$ cat src/rtl/ipi_regbank_pkg.sv
package ipi_regbank_pkg;

  typedef enum logic [2:0] {
    K_NONE,
    K_PEND,
    K_ENAB,
    K_SETP,
    K_CLRP,
    K_MBOX
  } reg_kind_e;

  localparam logic [7:0] OFS_PEND = 8'h00;
  localparam logic [7:0] OFS_ENAB = 8'h04;
  localparam logic [7:0] OFS_SETP = 8'h08;
  localparam logic [7:0] OFS_CLRP = 8'h0C;
  localparam logic [7:0] OFS_MBOX = 8'h20;

  // classify an 8-bit offset; mailbox window spans 4*n_mbox bytes
  function automatic reg_kind_e classify(input logic [7:0] ofs, input int unsigned n_mbox);
    reg_kind_e k;
    if (ofs == OFS_PEND)      k = K_PEND;
    else if (ofs == OFS_ENAB) k = K_ENAB;
    else if (ofs == OFS_SETP) k = K_SETP;
    else if (ofs == OFS_CLRP) k = K_CLRP;
    else if ((ofs >= OFS_MBOX) && (int'(ofs) < int'(OFS_MBOX) + 4 * int'(n_mbox)))
      k = K_MBOX;
    else
      k = K_NONE;
    return k;
  endfunction

  function automatic logic [7:0] mbox_word(input logic [7:0] ofs);
    logic [7:0] rel;
    rel = ofs - OFS_MBOX;
    return rel >> 2;
  endfunction

endpackage

$ cat src/rtl/ipi_addr_decode.sv
module ipi_addr_decode
  import ipi_regbank_pkg::*;
#(
  parameter int MBOX_N = 8,
  parameter int IDX_W  = 3
) (
  input  logic [7:0]       ofs,
  output reg_kind_e        kind,
  output logic [IDX_W-1:0] idx
);
  logic [7:0] word_full;

  always_comb begin
    kind      = classify(ofs, MBOX_N);
    word_full = mbox_word(ofs);
    idx       = word_full[IDX_W-1:0];
  end
endmodule

$ cat src/rtl/ipi_pend_ctrl.sv
module ipi_pend_ctrl #(
  parameter int DATA_W = 32
) (
  input  logic              clk,
  input  logic              rst_n,
  input  logic              set_wr,
  input  logic              clr_wr,
  input  logic              enab_wr,
  input  logic [DATA_W-1:0] wdata,
  output logic [DATA_W-1:0] pend_q,
  output logic [DATA_W-1:0] enab_q,
  output logic              irq_q
);
  function automatic logic [DATA_W-1:0] after_set(input logic [DATA_W-1:0] p, input logic [DATA_W-1:0] v);
    return p | v;
  endfunction

  function automatic logic [DATA_W-1:0] after_clr(input logic [DATA_W-1:0] p, input logic [DATA_W-1:0] v);
    return p & ~v;
  endfunction

  function automatic logic may_raise(input logic [DATA_W-1:0] p, input logic [DATA_W-1:0] e);
    return (p != '0) && ((p & e) != '0);
  endfunction

  function automatic logic may_lower(input logic [DATA_W-1:0] p, input logic [DATA_W-1:0] e);
    return (p == '0) && (e != '0);
  endfunction

  logic [DATA_W-1:0] pend_set_val;
  logic [DATA_W-1:0] pend_clr_val;
  logic              raise_ev;
  logic              lower_ev;

  always_comb begin
    pend_set_val = after_set(pend_q, wdata);
    pend_clr_val = after_clr(pend_q, wdata);
    raise_ev     = set_wr && may_raise(pend_set_val, enab_q);
    lower_ev     = clr_wr && may_lower(pend_clr_val, enab_q);
  end

  always_ff @(posedge clk) begin
    if (!rst_n) begin
      pend_q <= '0;
      enab_q <= '0;
      irq_q  <= 1'b0;
    end else begin
      if (set_wr)       pend_q <= pend_set_val;
      else if (clr_wr)  pend_q <= pend_clr_val;
      if (enab_wr)      enab_q <= wdata;
      if (raise_ev)     irq_q  <= 1'b1;
      else if (lower_ev) irq_q <= 1'b0;
    end
  end
endmodule

$ cat src/rtl/ipi_mailbox.sv
module ipi_mailbox #(
  parameter int MBOX_N = 8,
  parameter int DATA_W = 32,
  parameter int IDX_W  = 3
) (
  input  logic              clk,
  input  logic              rst_n,
  input  logic              wr,
  input  logic [IDX_W-1:0]  widx,
  input  logic [DATA_W-1:0] wdata,
  input  logic [IDX_W-1:0]  ridx,
  output logic [DATA_W-1:0] rword
);
  logic [DATA_W-1:0] word_q [MBOX_N];

  for (genvar g = 0; g < MBOX_N; g++) begin : g_word
    always_ff @(posedge clk) begin
      if (!rst_n)
        word_q[g] <= '0;
      else if (wr && (int'(widx) == g))
        word_q[g] <= wdata;
    end
  end

  always_comb begin
    rword = '0;
    for (int i = 0; i < MBOX_N; i++)
      if (int'(ridx) == i) rword = word_q[i];
  end
endmodule

$ cat src/rtl/ipi_regbank.sv
module ipi_regbank
  import ipi_regbank_pkg::*;
#(
  parameter int ADDR_W = 16,
  parameter int DATA_W = 32,
  parameter int MBOX_N = 8
) (
  input  logic              clk,
  input  logic              rst_n,
  input  logic              cpu_req,
  input  logic              cpu_we,
  input  logic [ADDR_W-1:0] cpu_addr,
  input  logic [DATA_W-1:0] cpu_wdata,
  input  logic              rmt_we,
  input  logic [ADDR_W-1:0] rmt_addr,
  input  logic [DATA_W-1:0] rmt_wdata,
  output logic [DATA_W-1:0] rd_data,
  output logic              rd_valid,
  output logic              rd_bad,
  output logic              wr_err,
  output logic              irq
);
  localparam int IDX_W = (MBOX_N > 1) ? $clog2(MBOX_N) : 1;

  reg_kind_e         cpu_kind, rmt_kind, wr_kind;
  logic [IDX_W-1:0]  cpu_idx, rmt_idx, wr_idx;
  logic              cpu_wr, cpu_rd, wr_act;
  logic [DATA_W-1:0] wr_data;
  logic              set_wr, clr_wr, enab_wr, pend_wr, mbox_wr;
  logic [DATA_W-1:0] pend_q, enab_q, mbox_rword, rd_next;
  logic              irq_q;

  ipi_addr_decode #(.MBOX_N(MBOX_N), .IDX_W(IDX_W)) u_dec_cpu (
    .ofs(cpu_addr[7:0]), .kind(cpu_kind), .idx(cpu_idx)
  );

  ipi_addr_decode #(.MBOX_N(MBOX_N), .IDX_W(IDX_W)) u_dec_rmt (
    .ofs(rmt_addr[7:0]), .kind(rmt_kind), .idx(rmt_idx)
  );

  // remote source wins a same-cycle collision
  always_comb begin
    cpu_wr  = cpu_req && cpu_we;
    cpu_rd  = cpu_req && !cpu_we;
    wr_act  = rmt_we || cpu_wr;
    wr_kind = rmt_we ? rmt_kind  : cpu_kind;
    wr_idx  = rmt_we ? rmt_idx   : cpu_idx;
    wr_data = rmt_we ? rmt_wdata : cpu_wdata;
    set_wr  = wr_act && (wr_kind == K_SETP);
    clr_wr  = wr_act && (wr_kind == K_CLRP);
    enab_wr = wr_act && (wr_kind == K_ENAB);
    pend_wr = wr_act && (wr_kind == K_PEND);
    mbox_wr = wr_act && (wr_kind == K_MBOX);
  end

  ipi_pend_ctrl #(.DATA_W(DATA_W)) u_pend (
    .clk(clk), .rst_n(rst_n),
    .set_wr(set_wr), .clr_wr(clr_wr), .enab_wr(enab_wr), .wdata(wr_data),
    .pend_q(pend_q), .enab_q(enab_q), .irq_q(irq_q)
  );

  ipi_mailbox #(.MBOX_N(MBOX_N), .DATA_W(DATA_W), .IDX_W(IDX_W)) u_mbox (
    .clk(clk), .rst_n(rst_n),
    .wr(mbox_wr), .widx(wr_idx), .wdata(wr_data),
    .ridx(cpu_idx), .rword(mbox_rword)
  );

  always_comb begin
    case (cpu_kind)
      K_PEND:  rd_next = pend_q;
      K_ENAB:  rd_next = enab_q;
      K_MBOX:  rd_next = mbox_rword;
      default: rd_next = '0;
    endcase
  end

  always_ff @(posedge clk) begin
    if (!rst_n) begin
      rd_data  <= '0;
      rd_valid <= 1'b0;
      rd_bad   <= 1'b0;
      wr_err   <= 1'b0;
    end else begin
      rd_valid <= cpu_rd;
      rd_bad   <= cpu_rd && (cpu_kind == K_NONE);
      rd_data  <= cpu_rd ? rd_next : '0;
      wr_err   <= pend_wr;
    end
  end

  assign irq = irq_q;
endmodule

$ cat config.mk
export PLATFORM = sky130hd
export DESIGN_NAME = ipi_regbank
export DESIGN_NICKNAME = d
export VERILOG_FILES = /design/src/rtl/ipi_regbank_pkg.sv /design/src/rtl/ipi_addr_decode.sv /design/src/rtl/ipi_pend_ctrl.sv /design/src/rtl/ipi_mailbox.sv /design/src/rtl/ipi_regbank.sv
export SDC_FILE = /design/constraint.sdc
export NUM_CORES = 1
export LEC_CHECK = 0
export BUFFER_PORTS_ARGS = -buffer_cell sky130_fd_sc_hd__clkbuf_2
export CORE_ASPECT_RATIO = 1.4
export CORE_MARGIN = 2
export CORE_UTILIZATION = 30
export DETAILED_ROUTE_END_ITERATION = 7
export PLACE_DENSITY = 0.49
export SLEW_MARGIN = 20
export SYNTH_ARGS = -nofsm -noshare
export SYNTH_HDL_FRONTEND = slang
export SYNTH_SLANG_ARGS = --single-unit
$ cat constraint.sdc
create_clock -name clk -period 5.25 [get_ports clk]
set_clock_uncertainty 0.1 [all_clocks]
set_input_delay 1.05 -clock clk [delete_from_list [all_inputs] [get_ports clk]]
set_output_delay 1.05 -clock clk [all_outputs]
set_load 0.01 [all_outputs]
== Yosys cells after proc, flatten, opt, wreduce, memory -nomap -nowiden ==
Memory sizes are Yosys's and may differ from the RTL's.
Index checks and enable logic that the tools add are counted.

* Memory bits (read-only): 0
* Latch bits: 0
* Register bits after elaboration: 100
* Word-level logic and storage cells: 149
* Input bits: 101
* Output and inout bits: 36
* Memories: 1
* Bits in writable memories: 256

{| class="wikitable"
|+ Memory list
! name !! words !! bits a word !! read ports !! clocked after memory_dff !! wr ports !! line !! RTL
|-
| u_mbox.word_q || 8 || 32 || 8 || 0 || 8 || ipi_mailbox.sv:14 || <nowiki>logic [DATA_W-1:0] word_q [MBOX_N];</nowiki>
|}

* $add $sub $neg: 2
* Equality and inequality tests: 28
* Shift operators: 0
* Magnitude comparators: 4
* Reduce and logical (&&, ||, !) cells: 36
* Mux-type cells: 59
* $mul: 0
* Div/mod/pow operators: 0
* Bitwise logic cells: 12

{| class="wikitable"
|+ Operators with widths
! cell !! count
|-
| $mux W32 || 19
|-
| $pmux W32 S3 || 1
|-
| $reduce_bool A32 Y1 || 3
|-
| $and A32 B32 Y32 || 2
|-
| $mux W3 || 12
|-
| $eq A3 B3 Y1 const B || 11
|-
| $eq A8 B4 Y1 const B || 4
|-
| $logic_not A32 Y1 || 1
|-
| $not A32 Y32 || 1
|-
| $or A32 B32 Y32 || 1
|-
| $mux W1 || 27
|-
| $logic_and A1 B1 Y1 || 22
|-
| $eq A3 B2 Y1 const B || 7
|-
| $eq A8 B3 Y1 const B || 2
|-
| $ge A8 B6 Y1 const B || 2
|-
| $logic_not A8 Y1 || 2
|-
| $lt A8 B7 Y1 const B || 2
|-
| $eq A3 B1 Y1 const B || 4
|-
| $sub A5 B1 Y5 const B || 2
|-
| $logic_not A3 Y1 || 3
|-
| $or A1 B1 Y1 || 8
|-
| $reduce_bool A2 Y1 || 2
|-
| $reduce_and A2 Y1 || 1
|-
| $logic_not A1 Y1 || 1
|-
| $logic_or A1 B1 Y1 || 1
|}

== Logic depth before layout (Yosys ltp) ==
* Depth after elaboration: 15
* Gate-level depth with buffers: 10
* Gate-level depth less buffers: 6

== Hierarchy ==
From an unflattened synthesis, not the netlist that was laid out.

* Cell total of the unflattened synthesis: 1578
* Area, all modules: 17446.7 um2

{| class="wikitable"
|+ By module, submodules not included
! module !! cells each !! area an instance (um2) !! instances !! seq. area each (um2)
|-
| ipi_mailbox || 934 || 11945.2 || 1 || 7687.4
|-
| ipi_pend_ctrl || 371 || 3199.3 || 1 || 1301.2
|-
| ipi_regbank || 251 || 2117.0 || 1 || 700.7
|-
| ipi_addr_decode || 11 || 92.6 || 2 || 0.0
|}

== Worst setup path before layout ==
OpenSTA, ideal clock, no wires.

* Path kind: input to register
* From: input rmt_we
* To: memory u_mbox.word_q[0][0], enable pin
* Arrival: 3.316 ns
* Stages on the path: 8
* Required time: 4.761 ns
* Buffers on the path: 5
* Setup slack: 1.444 ns
* Library setup time: 0.389 ns
* Cells stage by stage: buf_6 -> buf_2 -> buf_2 -> mux2i_1 -> buf_2 -> buf_2 -> nand3_1 -> nand2_1

{| class="wikitable"
|+ RTL lines
! item !! line !! RTL
|-
| start: declaration || ipi_regbank.sv:14 || <nowiki>input logic rmt_we,</nowiki>
|-
| end: declaration || ipi_mailbox.sv:14 ||
|}

==> flow_summary_export.csv <==
group,metric,value,unit
cts,clock-sinks,356,
detailed_routing,initialDrtViolationCount,988,
detailed_routing,drc,0,
pwr,power_density,319,nW/um^2
synth,synthesis.instances,1347,
sta,layout_setup_ws,1.65,ns
detailed_routing,routed_via_density,5.49,
cts,cts_setup_buffers,0,
sta,setup_tns,0,ns
layout,finalNonFillerCells,2197,
pwr,switchingPower,1.54,mW
cts,cts.htree.levels,2,
synth,synthDistinctLibCells,56,
detailed_routing,vias,12063,
die,die_width,206,um
synth,syn_nets,1448,
sta,max-slew-margin-rel,29.2,%
layout,design_area,19900,sq um
synth,synth_top_area_cell,"edfxtp_1",
layout,nets,1536,
worst_hold_path,worst_hold_path_type,"reg -> reg",
pwr,power,6.33,mW
cts,clk_latency,0.53,ns
grt,grt_overflow,0,
pwr,p_int,4.79,mW
worst_hold_path,min_delay_path_depth,2,
die,start_util,30.3,%
sta,tightest_slew,1.03,ns
cts,cts-root-buf,"clkbuf_16",
synth,synth-async-reset-ratio,0,%
critical_path,end_kind,"flip-flop",
synth,yosys_register_bits,356,
critical_path,cp_data_required_time,5.36,ns
synth,syn_area_per_cell,12.7,sq um
placed_design,dp_hpwl,36300,um
die,die-area,58800,sq um
sta,rsz0062_at_grt,"no",
pwr,ir_drop,0.000189,V
critical_path,r2r.worst_path.cells,5,
sta,finalSetupViolCount,0,
detailed_routing,first_pass_iters,5,
layout,postLayoutCoreUtil,35.3,%
grt,first_global_vias,12324,
sta,fmax,278,MHz
sta,hold_viol,0,
pwr,switching_share,24.4,%
placed_design,place_ws,1.05,ns
grt,grt_pass1_wl,83000,um
sta,hold_ws,0.441,ns
sta,final.min_clock_period,3.60,ns
layout,n_antenna_cell,0,
critical_path,cp_max_fo,41,
synth,synth_edf_count,256,
grt,antenna_found_initial,0,
pwr,pwr-share-seq,49.5,%
critical_path,arrival,3.71,ns
flow_run,drv_cap,0,
die,io_pins,137,
detailed_routing,ant_nets,0,
sta,fin_crit_sh,68.6,%
run_status,status,"complete, no violations",
synth,yosys_warnings,0,
placed_design,gp_congestion,0.826,
layout,areaGrowthSynthToFinish,16.5,%
cts,clk_pin_slew,0.06,ns
critical_path,rrSetupSlack,3.17,ns
synth,synth_top_cell_area_share,45.1,%
synth,ys_seq_area_share,56.8,%
die,row_count,103,
synth,synth_ff_type,"edfxtp_1",
critical_path,criticalPathCategory,"in -> reg",
placed_design,port_buffers,120,
cts,clock_path_buffers,3,
cts,ctsHoldBuffers,0,
die,die_h,286,um
critical_path,regToRegEndpoint,"u_pend.irq_q",
pwr,clkPwrFrac,40.4,%
sta,final-max-slew-violation-count,0,
cts,cts_tree,"done",
placed_design,postPlaceCellArea,18700,sq um
layout,fillers,5550,
detailed_routing,wl_per_cell,26.0,um
cts,cts_buffers,36,
pwr,power_frac_comb,10.1,%
critical_path,crit_path_start_kind,"primary input",
detailed_routing,finalWirelength,57100,um
synth,syn-cell-area,17100,sq um
layout,drive_gt1_share,23.6,%
grt,grt_use_total,19.3,%
synth,synth_area_leaders,"edfxtp_1, dfxtp_1, mux4_2",
die,fp.coreArea,56300,sq um
placed_design,dp_cells,2132,
grt,grt_max_degree,93,
cts,cts_resized,0,
pwr,p_leak,7.33,nW
cell usage in the layout, fill, tap and decap left out, types with 9 or more instances in the layout:
master,Yosys,routed
edfxtp_1,256,256
nor2_1,164,164
and4_1,128,128
clkbuf_2,1,117
dfxtp_1,100,100
mux2i_1,89,88
mux4_2,64,64
nor3_1,63,63
buf_4,3,56
nand2_1,61,53
o21ai_0,39,39
clkbuf_16,0,37
o211a_1,32,32
o211ai_1,32,32
o22a_1,32,32
inv_1,15,15
nand3_1,16,14
nand2b_1,14,14
mux2_2,11,11
nor4_1,9,9
clkbuf_1,85,9
buf_12,0,9
layer usage:
| layer | routed length (um) | global-route usage [%] | vias up |
|---|---|---|---|
| li1 | - | - | 5422 |
| met1 | 22400 | 22.8 | 6145 |
| met2 | 29900 | 35.0 | 382 |
| met3 | 2370 | 1.94 | 114 |
| met4 | 2490 | 8.76 | 0 |
| met5 | 0 | 0 | - |
how the worst max path moves through the flow:
| stage | startpoint | endpoint | slack [ns] | cells after the start |
|---|---|---|---|---|
| global placement | cpu_addr[4] | u_mbox.word_q[1][3] | 1.09 | 8 |
| finish | cpu_addr[4] | u_mbox.word_q[1][3] | 1.65 | 8 |
| floorplan | rmt_we | u_mbox.word_q[0][0] | 1.44 | 8 |
| global route | cpu_addr[4] | u_mbox.word_q[1][8] | 1.44 | 8 |
| detailed placement | cpu_addr[4] | u_mbox.word_q[1][3] | 1.05 | 8 |
| CTS | cpu_addr[4] | u_mbox.word_q[1][8] | 1.61 | 8 |
registers in the layout, indices dropped and copies added, names as in the netlist, named ones only:
name and flops:
u_mbox.word_q 256, rd_data 32, u_pend.enab_q 32, rd_bad 1, rd_valid 1, u_pend.irq_q 1, wr_err 1
worst max-delay path, stage by stage:
cell	delay (ns)
clkbuf_2	0.16
nor3_1	0.44
a41oi_1	0.20
o22ai_1	0.28
and2_4	0.50
nand3_1	0.15
nand2_2	0.52
buf_4	0.38
layout make-up:
cell class	instances	area [sq um]	area share, %
clock buffers	51	1020	5.13
clock inverters	14	121	0.611
inverters	16	60.1	0.302
multi-input cells	842	6860	34.5
flip-flops and latches	356	9690	48.8
well taps	735	920	4.63
repair buffers	183	1200	6.06
logic make-up after synthesis:
group	Yosys count	synth area share, %
AO/OA/AOI/OAI	188	8.64
flip-flops	356	56.8
buffers and inverters	149	3.74
AND/OR/NAND/NOR	480	15.7
XOR/XNOR	2	0.103
multiplexers	172	15.0
cells in the mapped netlist (6+ instances only):
cell type	instances
o22a_1	32
a22oi_1	6
dfxtp_1	100
or2_2	7
nor3_1	63
and4_1	128
nand2b_1	14
a21boi_0	7
nor4_1	9
buf_2	26
mux2_2	11
o21ai_0	39
o211ai_1	32
nor2_1	164
mux4_2	64
buf_1	14
mux2i_2	8
a22o_1	8
edfxtp_1	256
o211a_1	32
nand3_1	16
clkbuf_1	85
mux2i_1	89
nand2_1	61
inv_1	15
power groups by stage:
| stage | clock network (mW) | logic, mW | registers (mW) |
|---|---|---|---|
| final | 2.56 | 0.640 | 3.14 |
| after global routing | 2.69 | 0.678 | 3.15 |
| after CTS | 2.60 | 0.647 | 3.14 |
| after detailed placement | 0 | 0.646 | 3.20 |
| after global placement | 0 | 0.641 | 3.19 |
| after floorplan | 0 | 0.369 | 3.19 |
No activity file was read; power rests on OpenSTA's default activity.
